File: src/rtl/bcd_cal_pkg.sv
package bcd_cal_pkg;

    localparam int FIELD_W    = 8;
    localparam int NUM_FIELDS = 8;

    // field indices, least significant first; carry order follows these
    localparam int F_SEC   = 0;
    localparam int F_MIN   = 1;
    localparam int F_HOUR  = 2;
    localparam int F_DOW   = 3;
    localparam int F_DATE  = 4;
    localparam int F_MONTH = 5;
    localparam int F_YEAR  = 6;
    localparam int F_CENT  = 7;

    typedef logic [FIELD_W-1:0] bcd_t;
    typedef logic [NUM_FIELDS-1:0][FIELD_W-1:0] field_vec_t;

    // packed so that field index i lands in byte i
    typedef struct packed {
        bcd_t century;
        bcd_t year;
        bcd_t month;
        bcd_t date;
        bcd_t dow;
        bcd_t hours;
        bcd_t minutes;
        bcd_t seconds;
    } cal_time_t;

    function automatic bcd_t bcd_next(input bcd_t v);
        bcd_t r;
        if (v[3:0] >= 4'd9) r = {v[7:4] + 4'd1, 4'd0};
        else                r = {v[7:4], v[3:0] + 4'd1};
        return r;
    endfunction

    // divisible by four, decided straight from the two digits
    function automatic logic year_is_leap(input bcd_t y);
        logic r;
        if (y[4]) r = (y[3:0] == 4'd2) || (y[3:0] == 4'd6);
        else      r = (y[3:0] == 4'd0) || (y[3:0] == 4'd4) || (y[3:0] == 4'd8);
        return r;
    endfunction

    function automatic int field_parent(input int idx);
        int p;
        case (idx)
            F_DOW:   p = F_HOUR;
            F_DATE:  p = F_HOUR;
            default: p = idx - 1;
        endcase
        return p;
    endfunction

    function automatic bcd_t field_lo(input int idx);
        bcd_t r;
        case (idx)
            F_DOW, F_DATE, F_MONTH: r = 8'h01;
            default:                r = 8'h00;
        endcase
        return r;
    endfunction

    function automatic bcd_t field_hi(input int idx);
        bcd_t r;
        case (idx)
            F_SEC, F_MIN: r = 8'h59;
            F_HOUR:       r = 8'h23;
            F_DOW:        r = 8'h07;
            F_DATE:       r = 8'h31;
            F_MONTH:      r = 8'h12;
            default:      r = 8'h99;
        endcase
        return r;
    endfunction

    function automatic bcd_t field_reset(input int idx, input bcd_t cent);
        bcd_t r;
        if (idx == F_CENT) r = cent;
        else               r = field_lo(idx);
        return r;
    endfunction

endpackage

File: src/rtl/bcd_field_ctr.sv
module bcd_field_ctr
    import bcd_cal_pkg::*;
#(
    parameter bcd_t RST_VAL = 8'h00
) (
    input  logic clk,
    input  logic rst,
    input  logic load,
    input  bcd_t load_val,
    input  logic inc,
    input  bcd_t lo_lim,
    input  bcd_t hi_lim,
    output bcd_t value,
    output logic carry
);

    bcd_t value_nx;

    // at-or-above the limit wraps, so an out-of-range load recovers
    assign carry = inc && !load && (value >= hi_lim);

    always_comb begin
        if (load)       value_nx = load_val;
        else if (carry) value_nx = lo_lim;
        else if (inc)   value_nx = bcd_next(value);
        else            value_nx = value;
    end

    always_ff @(posedge clk) begin
        if (rst) value <= RST_VAL;
        else     value <= value_nx;
    end

    assert_field_load_R2: assert property (@(posedge clk) disable iff (rst)
        load |=> (value == $past(load_val)));

    assert_field_hold_R3: assert property (@(posedge clk) disable iff (rst)
        (!load && !inc) |=> $stable(value));

    assert_field_wrap_R11: assert property (@(posedge clk) disable iff (rst)
        carry |=> (value == $past(lo_lim)));

endmodule

File: src/rtl/cal_month_len.sv
module cal_month_len
    import bcd_cal_pkg::*;
(
    input  bcd_t year,
    input  bcd_t month,
    output bcd_t last_date,
    output logic leap
);

    assign leap = year_is_leap(year);

    always_comb begin
        case (month)
            8'h02:                      last_date = leap ? 8'h29 : 8'h28;
            8'h04, 8'h06, 8'h09, 8'h11: last_date = 8'h30;
            default:                    last_date = 8'h31;
        endcase
    end

endmodule

File: src/rtl/bcd_calendar_clock.sv
module bcd_calendar_clock
    import bcd_cal_pkg::*;
#(
    parameter logic [7:0] RESET_CENTURY = 8'h20
) (
    input  logic       clk,
    input  logic       rst,
    input  logic       tick,
    input  logic       load,
    input  logic [7:0] set_century,
    input  logic [7:0] set_year,
    input  logic [7:0] set_month,
    input  logic [7:0] set_date,
    input  logic [7:0] set_dow,
    input  logic [7:0] set_hours,
    input  logic [7:0] set_minutes,
    input  logic [7:0] set_seconds,
    output logic [7:0] century,
    output logic [7:0] year,
    output logic [7:0] month,
    output logic [7:0] date,
    output logic [7:0] dow,
    output logic [7:0] hours,
    output logic [7:0] minutes,
    output logic [7:0] seconds
);

    cal_time_t             set_time;
    cal_time_t             cur_time;
    field_vec_t            set_vec;
    field_vec_t            cur_vec;
    field_vec_t            lo_vec;
    field_vec_t            hi_vec;
    logic [NUM_FIELDS-1:0] inc_vec;
    logic [NUM_FIELDS-1:0] carry_vec;
    bcd_t                  month_last;
    logic                  leap_year;

    assign set_time = '{century: set_century, year: set_year, month: set_month,
                        date: set_date, dow: set_dow, hours: set_hours,
                        minutes: set_minutes, seconds: set_seconds};
    assign set_vec  = set_time;
    assign cur_time = cur_vec;

    cal_month_len u_len (
        .year      (cur_vec[F_YEAR]),
        .month     (cur_vec[F_MONTH]),
        .last_date (month_last),
        .leap      (leap_year)
    );

    genvar gi;
    generate
        for (gi = 0; gi < NUM_FIELDS; gi++) begin : g_field
            if (gi == F_SEC) begin : g_src
                assign inc_vec[gi] = tick;
            end else begin : g_src
                assign inc_vec[gi] = carry_vec[field_parent(gi)];
            end

            if (gi == F_DATE) begin : g_lim
                assign hi_vec[gi] = month_last;
            end else begin : g_lim
                assign hi_vec[gi] = field_hi(gi);
            end
            assign lo_vec[gi] = field_lo(gi);

            bcd_field_ctr #(
                .RST_VAL (field_reset(gi, RESET_CENTURY))
            ) u_ctr (
                .clk      (clk),
                .rst      (rst),
                .load     (load),
                .load_val (set_vec[gi]),
                .inc      (inc_vec[gi]),
                .lo_lim   (lo_vec[gi]),
                .hi_lim   (hi_vec[gi]),
                .value    (cur_vec[gi]),
                .carry    (carry_vec[gi])
            );
        end
    endgenerate

    assign century = cur_time.century;
    assign year    = cur_time.year;
    assign month   = cur_time.month;
    assign date    = cur_time.date;
    assign dow     = cur_time.dow;
    assign hours   = cur_time.hours;
    assign minutes = cur_time.minutes;
    assign seconds = cur_time.seconds;

    // a tick that ends a normal day
    logic day_end;
    assign day_end = tick && !load && (hours == 8'h23) && (minutes == 8'h59)
                     && (seconds == 8'h59);

    assert_min_roll_R4: assert property (@(posedge clk) disable iff (rst)
        (tick && !load && seconds == 8'h59) |=>
            (seconds == 8'h00) && (minutes != $past(minutes)));

    assert_midnight_R5: assert property (@(posedge clk) disable iff (rst)
        day_end |=> (hours == 8'h00) && (minutes == 8'h00) && (seconds == 8'h00)
                    && (date != $past(date)) && (dow != $past(dow)));

    assert_dow_wrap_R6: assert property (@(posedge clk) disable iff (rst)
        (day_end && dow == 8'h07) |=> (dow == 8'h01));

    assert_leap_day_R8: assert property (@(posedge clk) disable iff (rst)
        (day_end && month == 8'h02 && date == 8'h28 && leap_year) |=>
            (date == 8'h29) && (month == 8'h02));

    assert_year_end_R9: assert property (@(posedge clk) disable iff (rst)
        (day_end && month == 8'h12 && date == 8'h31) |=>
            (month == 8'h01) && (date == 8'h01) && (year != $past(year)));

    assert_cent_step_R10: assert property (@(posedge clk) disable iff (rst)
        (day_end && month == 8'h12 && date == 8'h31 && year == 8'h99) |=>
            (year == 8'h00) && (century != $past(century)));

    assert_cent_wrap_R10: assert property (@(posedge clk) disable iff (rst)
        carry_vec[F_CENT] |=> (century == 8'h00));

endmodule

File: config.mk
export PLATFORM = sky130hd
export DESIGN_NAME = bcd_calendar_clock
export DESIGN_NICKNAME = d
export VERILOG_FILES = /design/src/rtl/bcd_cal_pkg.sv /design/src/rtl/bcd_field_ctr.sv /design/src/rtl/cal_month_len.sv /design/src/rtl/bcd_calendar_clock.sv
export SDC_FILE = /design/constraint.sdc
export NUM_CORES = 1
export LEC_CHECK = 0
export CORE_UTILIZATION = 48
export CTS_CLUSTER_SIZE = 40
export DETAILED_ROUTE_END_ITERATION = 10
export MAX_ROUTING_LAYER = met4
export PLACE_DENSITY = 0.82
export SETUP_SLACK_MARGIN = 0.2
export SLEW_MARGIN = 20
export SYNTH_ARGS = -nofsm -noshare
export SYNTH_HDL_FRONTEND = slang
export SYNTH_SLANG_ARGS = --single-unit
File: constraint.sdc
create_clock -name clk -period 5.6 [get_ports clk]
set_clock_uncertainty 0.05 [all_clocks]
set_input_delay 1.4 -clock clk [delete_from_list [all_inputs] [get_ports clk]]
set_output_delay 1.4 -clock clk [all_outputs]
set_load 0.02 [all_outputs]
==> results of run 1 <==
==> how the worst max path moves through the flow <==
stage / depth (start not counted) / slack, ps / end / start
detailed placement: 7 / 1500 / g_field[6].u_ctr.value[6] / tick
floorplan: 12 / 2380 / g_field[6].u_ctr.value[6] / g_field[5].u_ctr.value[5]
global placement: 7 / 1600 / g_field[6].u_ctr.value[6] / tick
finish: 13 / 1730 / g_field[6].u_ctr.value[6] / g_field[5].u_ctr.value[0]
CTS: 13 / 1820 / g_field[6].u_ctr.value[6] / g_field[5].u_ctr.value[0]
global route: 13 / 1520 / g_field[6].u_ctr.value[6] / g_field[5].u_ctr.value[0]
==> routing by layer <==
metal	vias up	GRT usage (%)	routed length [um]	share of wire [%]
li1	2227	-	-	-
met1	2210	35.66	5402	41
met2	256	46.24	6036	46
met3	25	7.121	1309	10
met4	0	11.76	278	2.1
met5	-	-	0	0
==> cell usage in the layout (no fill, tap or decap), types with 4 or more instances in the layout <==
master,Yosys,final
sky130_fd_sc_hd__clkdlybuf4s50_1,0,129
sky130_fd_sc_hd__dfxtp_1,64,64
sky130_fd_sc_hd__a21oi_1,50,50
sky130_fd_sc_hd__ha_1,48,48
sky130_fd_sc_hd__nand2_1,44,44
sky130_fd_sc_hd__nor2_1,43,43
sky130_fd_sc_hd__o21ai_0,41,41
sky130_fd_sc_hd__inv_1,38,38
sky130_fd_sc_hd__nand3_1,20,20
sky130_fd_sc_hd__a31oi_1,12,12
sky130_fd_sc_hd__a22oi_1,11,11
sky130_fd_sc_hd__clkbuf_8,0,11
sky130_fd_sc_hd__o31ai_1,8,8
sky130_fd_sc_hd__nor4_1,8,8
sky130_fd_sc_hd__a221oi_1,8,8
sky130_fd_sc_hd__nand2b_1,6,6
sky130_fd_sc_hd__nor3_1,6,6
sky130_fd_sc_hd__and2_1,6,6
sky130_fd_sc_hd__nor2b_1,5,5
sky130_fd_sc_hd__nor3b_1,5,5
sky130_fd_sc_hd__a21o_1,5,5
sky130_fd_sc_hd__nand4_1,5,5
sky130_fd_sc_hd__a211oi_1,5,5
sky130_fd_sc_hd__a32oi_1,5,5
sky130_fd_sc_hd__o211ai_1,4,4
sky130_fd_sc_hd__and3_1,4,4
sky130_fd_sc_hd__nand4b_1,4,4
sky130_fd_sc_hd__nand3b_1,4,4
sky130_fd_sc_hd__or4_1,4,4
==> cell families (layout without fill, tap and decap cells) <==
kind of cell | count (synthesis) | in the layout | synth area share (%)
muxes | 4 | 4 | 0.9927
buffers and inverters | 63 | 188 | 5.606
adders and majority gates | 48 | 48 | 14.01
AOI/OAI and AO/OA | 184 | 184 | 28.26
xor gates and xnor gates | 4 | 4 | 0.8177
and+or+nand+nor | 173 | 173 | 20.41
DFF | 64 | 64 | 29.90
==> area by class of cell <==
type,count,area [um2],area share [%]
multi-input combinational,413,2764,47.22
timing repair buffer,134,1324,22.62
sequential,64,1281,21.89
clock buffer,11,151.4,2.587
inverter,38,142.6,2.437
tap,108,135.1,2.309
clock inverter,5,55.05,0.9406
==> per-stage QoR <==
step,util [%],std cells,area (um2)
2_1_floorplan,-,540,4285
4_1_cts,67.45,773,5853
3_5_place_dp,65.07,757,5647
3_3_place_gp,65.07,757,5647
6_report,67.45,773,5853
5_1_grt,67.45,773,5853
==> power by group through the flow <==
stage	Sequential (W)	Combinational, W	Clock [W]
global route	0.000535	0.000365	0.000448
floorplan	0.000565	0.000149	0
global placement	0.000537	0.000320	0
CTS	0.000529	0.000331	0.000427
detailed placement	0.000539	0.000328	0
finish	0.000530	0.000334	0.000425
==> worst register-to-register path: cells and delay by family (launching register included) <==
family	cells	cell delay (ps)
buf+inv	1	150
mux	1	220
fa+ha+maj	2	490
flops	1	450
simple gates	3	1030
compound gates	6	1420
==> impl.org, run 1 <==
** Final layout
- Count of filler cells inserted in the layout :: 734
- Antenna fix cells :: 0
- Ratio of cells with drive above 1 in the final layout :: about 4.8%
- The largest registers in the layout are g_field.u_ctr.value (64).
- Number of nets in the final layout :: just under 800
- The register with the most flip-flops in the final layout is g_field.u_ctr.value.
- Flip-flop count of the largest register, all copies and words added :: between 60 and 70
- Area growth from synthesis to layout :: 36.58%

** Place
- Placer congestion estimate :: between 0.9 and 1
- Once detailed placement completed, the half-perimeter wirelength came to around 9000 um.
- Input and output buffers added on the ports amount to 131.
- Prior to clock tree synthesis, the placed netlist has a worst setup slack of 1497 ps.

** STA
- Final min period :: between 3000 and 4000 ps
- Final hold violations :: 0
- Relative slew margins :: a little under two fifths
- The max-slew violation count was 0.
- Setup slack on the critical path of the routed design comes to approximately 1700 ps.
- Setup repair after global routing left no endpoint under its margin.
- Ratio of final minimum period to clock period :: between 60 and 70%
- Final setup fails :: 0
- Final hold analysis gives a worst-case slack of between 400 and 500 ps.
- Max Clk Rate :: between 200 and 300 MHz
- At the pin with the least slew margin, the transition time is between 900 and 1000 ps.
- Fin Setup TNS :: 0 ps

** Worst hold path
- The worst hold path terminates at g_field[2].u_ctr.value[6].
- Worst min path class :: reg -> reg
- Instance count along the most critical hold path :: 2
- The worst hold path begins at g_field[2].u_ctr.value[6].

** Global routing
- Via count of the first global-routing pass :: roughly 4,500
- Antenna violations before repair :: 0
- Largest net degree at the start of global routing :: 45
- After global routing the overflow that remains totals 0.
- The first global-routing pass estimated roughly 21,000 um of wire.
- Global routing used 29.22% of the available tracks across all layers.

** Setup path
- Worst r2r dst :: g_field[6].u_ctr.value[6]
- Worst setup slack for register-to-register paths :: around 1700 ps
- Type of the setup path with the least slack :: reg -> reg
- CP arrival :: 4090 ps
- On the worst path, the slowest cell contributes a delay of just over 500 ps.
- Largest fanout on the critical path :: 9
- The worst setup path is launched from a flop.
- In this run the critical register-to-register path is launched from g_field[5].u_ctr.value[0].
- Most frequent CP cell :: sky130_fd_sc_hd__ha_1
- Cell at the slowest stage of the critical path :: sky130_fd_sc_hd__or4_1
- The worst register-to-register path has a depth of 13.
- Total buffers and inverters traversed by the critical path :: 1
- The worst setup path is captured at a flop.
- The critical path goes through inv_1, ha_1, o211ai_1, a21oi_1, o21ai_0, mux2_2, ha_1, nor4b_1, nor2_1, o211ai_2, o21ai_1, or4_1, a31oi_1.
- Top Family by Delay on Critical Path :: compound AO/OA/AOI/OAI gates
- At the worst endpoint, the required time is slightly below 6000 ps.

** Floorplanning
- The die covers between 0.009 and 0.01 mm2.
- For this design the top-level I/O count stands at around 130.
- The floorplan step defined a core boundary enclosing 0.008678 mm2.
- The die is ~96 um tall.
- The initial utilization of the core area, before any placement, comes to about half.
- Die X :: 96.49 um
- Placement row count :: 34

** Flow run
- Across the run, the number of max-cap violations was 0.

** Synthesis
- Among all flip-flop cells after synthesis, the most frequent one is sky130_fd_sc_hd__dfxtp_1.
- The number of nets handed over by synthesis was 656.
- Sequential cells were found to cover between 20% and 30% of the synthesized design area.
- Averaged over all synthesized cells, the footprint is 7.936 um2.
- Dominant cell by count in the synthesized netlist :: sky130_fd_sc_hd__dfxtp_1
- Number of unique standard cell types used by synthesis :: 67
- Area of the mapped netlist :: 0.004285 mm2
- By area the synthesized netlist is led by sky130_fd_sc_hd__dfxtp_1 (30%), sky130_fd_sc_hd__ha_1 (14%), sky130_fd_sc_hd__a21oi_1 (5.8%).
- Top cells by instance count after synthesis :: sky130_fd_sc_hd__dfxtp_1 (64), sky130_fd_sc_hd__a21oi_1 (50), sky130_fd_sc_hd__ha_1 (48), sky130_fd_sc_hd__nand2_1 (44), sky130_fd_sc_hd__nor2_1 (43)
- In this run the biggest area consumer among cell types represents about 30% of the synthesized area.
- Number of register bits inferred by synthesis :: 64
- EDFF count, synth :: 0
- Share of synthesized flip-flops with an asynchronous set or reset :: 0%
- Leading area contributor after synthesis :: sky130_fd_sc_hd__dfxtp_1
- Gate count after technology mapping :: 540
- Number of warnings reported in the yosys synthesis log :: 0

** Clock tree
- The later pin in the worst-skew pair is clocked with a latency of about 350 ps.
- Clock-pin slew was measured on the worst setup and hold paths at ~80 ps.
- TritonCTS clock tree :: done
- The H-tree was split into 3 levels.
- The number of setup buffers added after CTS is 0.
- After clock tree synthesis, the flow added hold-fix buffers numbering 0.
- Number of buffers added by the clock tree synthesis step :: 9
- CTS sink count :: 64
- Clock Path Buffers :: 2
- Clock tree synthesis selected as its root buffer the cell sky130_fd_sc_hd__clkbuf_8.
- CTS-repair resized insts :: 0

** Pwr
- Per report_power, the sequential group accounts for between 40% and 50% of the total.
- Ratio of total power to cell area :: 220.1 mW/mm2
- Of the total power, the clock network draws between 30% and 40%.
- The worst-case IR drop observed on VDD is around 0.11 mV.
- Switching Share :: about a third
- Logic pwr share :: about a quarter
- Summed over all nets, the switching power comes to between 0.0004 and 0.0005 W.
- Pwr Total :: ~0.0013 W
- Internal power :: a little under 0.0009 W
- Leakage dissipation :: ~2.3 nW

** Drt
- Remaining antenna violation count :: 0
- Drt drc :: 0
- For this block, the routed nets add up to roughly 13,000 um of wire.
- For this block, the initial DRC count from the detailed router was 200.
- In the routed layout, each cell is associated on average with a via count of roughly 6.1.
- First-pass DRT Iterations :: 7
- Vias after detailed routing :: about 4,700
- In the final routed layout, each cell accounts on average for approximately 17 um.

** Run status
- Result of the run :: finished clean
Power figures use the tool's default switching activity.
==> run 2, diff against run 1 <==
Clock period 5.6 ns to 3.8 ns, I/O delays scaled along.
==> run 2 against run 1 <==
  * Non-clock buffer count rose by 7
  * Global-route usage down 0.60 points
  * Total power rose by 37%
  * Via count is 0.17% higher
  * Maximum frequency increased by 7.7%
  * Routed wire length is 0.15% lower
  * Cell count increased by 0.52%
==> impl.org, run 2 (same netlist as run 1, synthesis figures left out) <==
** Run status
- The flow ran to the end, and the final reports show no timing, DRC or antenna violations.

** Setup path
- Critical Path Max Stage Delay :: 550 ps (+40 ps)
- Cell at the slowest stage of the critical path :: sky130_fd_sc_hd__or4_1
- Total buffers and inverters traversed by the critical path :: 1 (unchanged)
- Startpoint kind of the worst setup timing path :: flop
- Traced cell by cell, the critical path runs through inv_1, ha_1, o211ai_1, a21oi_1, o21ai_0, nor2b_1, ha_1, a21oi_1, o21ai_0, o211ai_4, o21ai_1, or4_1, a31oi_1.
- CP arrival :: 3810 ps (-280 ps)
- The critical-path maximum fanout is 6 (-3).
- Type of the setup path with the least slack :: reg -> reg
- The required time of the critical path came to 4020 ps (-1800 ps).
- Worst r2r path cells :: 13 (unchanged)
- Top Family by Delay on Critical Path :: compound AO/OA/AOI/OAI gates
- Endpoint class of the critical path :: flop
- The number of stages on the worst setup path came to 13 (unchanged).

** Drt
- The total detailed-routing wirelength came to 13,010 um (-0.15%).
- Remaining antenna violation count :: 0 (unchanged)
- First-pass DRT Iterations :: 5 (-2)
- DR WL/cell :: 16.74 um (-0.67%)
- DRC marker count from the first detailed-route iteration :: 243 (+22%)
- Vias after detailed routing :: 4,726 (+0.17%)
- The number of vias per cell after detailed routing came to 6.082 (-0.35%).
- The remaining design rule violation count came to 0 (unchanged).

** Final layout
- Flip-flop count of the largest register, all copies and words added :: 64 (unchanged)
- Most used cells in the layout excluding fill and tap cells :: sky130_fd_sc_hd__clkdlybuf4s50_1 (129), sky130_fd_sc_hd__dfxtp_1 (64), sky130_fd_sc_hd__a21oi_1 (49), sky130_fd_sc_hd__ha_1 (48), sky130_fd_sc_hd__nand2_1 (44)
- Leaving out fill and tap cells, the most frequent cell in the layout is sky130_fd_sc_hd__clkdlybuf4s50_1.
- Antenna fix cells :: 0 (unchanged)
- The area of all placed cells without fillers was 0.005886 mm2 (+0.56%).
- g_field.u_ctr.value holds more flip-flops than any other register.
- The largest registers in the layout are g_field.u_ctr.value (64).
- From synthesis to final layout, the design area changed by 37.34%.
- Ratio of cells with drive above 1 in the final layout :: 5.531% (+0.72 points)
- Number of nets in the final layout :: 783 (+0.90%)

** STA
- Setup repair after global routing could not meet its margin everywhere.
- Final hold violations :: 0 (unchanged)
- The smallest setup slack after layout is 207.8 ps (-1523 ps).
- Final setup fails :: 0 (unchanged)
- Final worst hold slack :: 443.3 ps (+1.350 ps)
- The total negative slack came to 0 ps (unchanged).
- Number of pins exceeding their max-slew limit in the final report :: 0 (unchanged)
- Max Clk Rate :: 278.4 MHz (+7.7%)
- The ratio of final minimum period to clock period came to 94.53% (+25 points).
- Measured slew at the worst slew-check pin :: 762.7 ps (-186.3 ps)
- The time the final worst path needs with I/O delays and setup was 3592 ps (-276.6 ps).
- Relative slew margins :: 49.10% (+12 points)

** Place
- The global placement routability congestion came to 0.9374 (-0.45%).
- The placed cell area came to 0.005684 mm2 (+0.66%).
- Pre-CTS setup slack :: 280.0 ps (-1217 ps)
- Quantity of I/O buffers inserted on ports :: 131 (unchanged)
- The HPWL after detailed placement was 9353 um (+1.9%).

** Floorplanning
- Initial core utilization :: 49.38% (unchanged)
- The number of placement rows is 34 (unchanged).
- The area of the die is 0.009309 mm2 (unchanged).
- The y dimension of the die came to 96.49 um (unchanged).
- Die X :: 96.49 um (unchanged)
- The I/O pin total is 132 (unchanged).
- Floorplan Core Area :: 0.008678 mm2 (unchanged)

** Clock tree
- The maximum buffer depth of the clock tree came to 2 (unchanged).
- The clock buffer count from CTS was 9 (unchanged).
- TritonCTS built the clock tree.
- Post-CTS Hold Buffers :: 0 (unchanged)
- The maximum level of the CTS H-tree is 3 (unchanged).
- Insertion delay to the later sink of the worst-skew pair :: 340 ps (about the same)
- Buffer type at the clock tree root :: sky130_fd_sc_hd__clkbuf_8
- Clock slew at reported path FFs :: 70 ps (about the same)
- The clock net sink count was 64 (unchanged).

** Pwr
- The total leakage power was 2.314 nW (+0.56%).
- Highest ir drop seen on vdd :: 0.1836 mV (+61%)
- Pwr Total :: 0.001760 W (+37%)
- The power density of the placed cells is 299.1 mW/mm2 (+36%).

** Global routing
- The initial antenna violation count was 0 (unchanged).
- The wire length of the first global-routing pass came to 20,350 um (-1.7%).
- Sum of overflow across all layers after global routing :: 0 (unchanged)
- GR Util All Layers :: 28.62% (-0.60 points)
- Largest net degree at the start of global routing :: 49 (+8.9%)
- The via count of the first global-routing pass was 4,358 (-2.4%).

** Worst hold path
- Instance count along the most critical hold path :: 2 (unchanged)
- The min-delay analysis places its worst path in the category reg -> reg.

** Flow run
- Max_cap viols :: 0 (unchanged)
==> run 2: per-layer routing <==
metal,vias up,GRT usage [%],share of wire (%)
li1,2245,-,-
met1,2222,35.40,42
met5,-,-,0
met3,19,6.729,8.7
met4,0,7.843,1.2
met2,240,46.65,48
==> run 2: power by group <==
group / internal (W) / total (W) / switching [W]
logic: 0.000241 / 0.000498 / 0.000257
registers: 0.000716 / 0.000782 / 0.0000654
clock network: 0.000224 / 0.000481 / 0.000257
==> run 2: through the flow <==
step | std cells | utilization, %
2_1_floorplan | 540 | -
3_3_place_gp | 762 | 65.50
3_5_place_dp | 762 | 65.50
4_1_cts | 775 | 67.13
5_1_grt | 777 | 67.82
6_report | 777 | 67.82
==> run 2: layout make-up <==
class                      count  area, um2
inverter                      38      142.6
clock buffer                  11      131.4
timing repair buffer         141       1389
clock inverter                 2      10.01
multi-input combinational    413       2796
tap                          108      135.1
fill                         717       2793
sequential                    64       1281
==> run 2: path summary, 6_finish.rpt <==
kind / startpoint / to / slack [ps]
min reg2reg: g_field[3].u_ctr.value[7] / g_field[3].u_ctr.value[7] / 440
max reg2reg: g_field[5].u_ctr.value[0] / g_field[6].u_ctr.value[6] / 210
min: g_field[3].u_ctr.value[7] / g_field[3].u_ctr.value[7] / 440
max: g_field[5].u_ctr.value[0] / g_field[6].u_ctr.value[6] / 210
==> run 2: repair_timing <==
action | in CTS | in global routing
gates resized for setup | 0 | 5
setup buffers | 0 | 2
endpoints found under the setup margin | 0 | 13
hold endpoints to repair | 0 | 0
==> run 2: worst register-to-register path, stage by stage (launching register included) <==
cell and delay [ps]:
sky130_fd_sc_hd__dfxtp_1 450, sky130_fd_sc_hd__inv_1 140, sky130_fd_sc_hd__ha_1 260, sky130_fd_sc_hd__o211ai_1 230, sky130_fd_sc_hd__a21oi_1 110, sky130_fd_sc_hd__o21ai_0 270, sky130_fd_sc_hd__nor2b_1 210, sky130_fd_sc_hd__ha_1 270
sky130_fd_sc_hd__a21oi_1 210, sky130_fd_sc_hd__o21ai_0 170, sky130_fd_sc_hd__o211ai_4 270, sky130_fd_sc_hd__o21ai_1 180, sky130_fd_sc_hd__or4_1 550, sky130_fd_sc_hd__a31oi_1 150
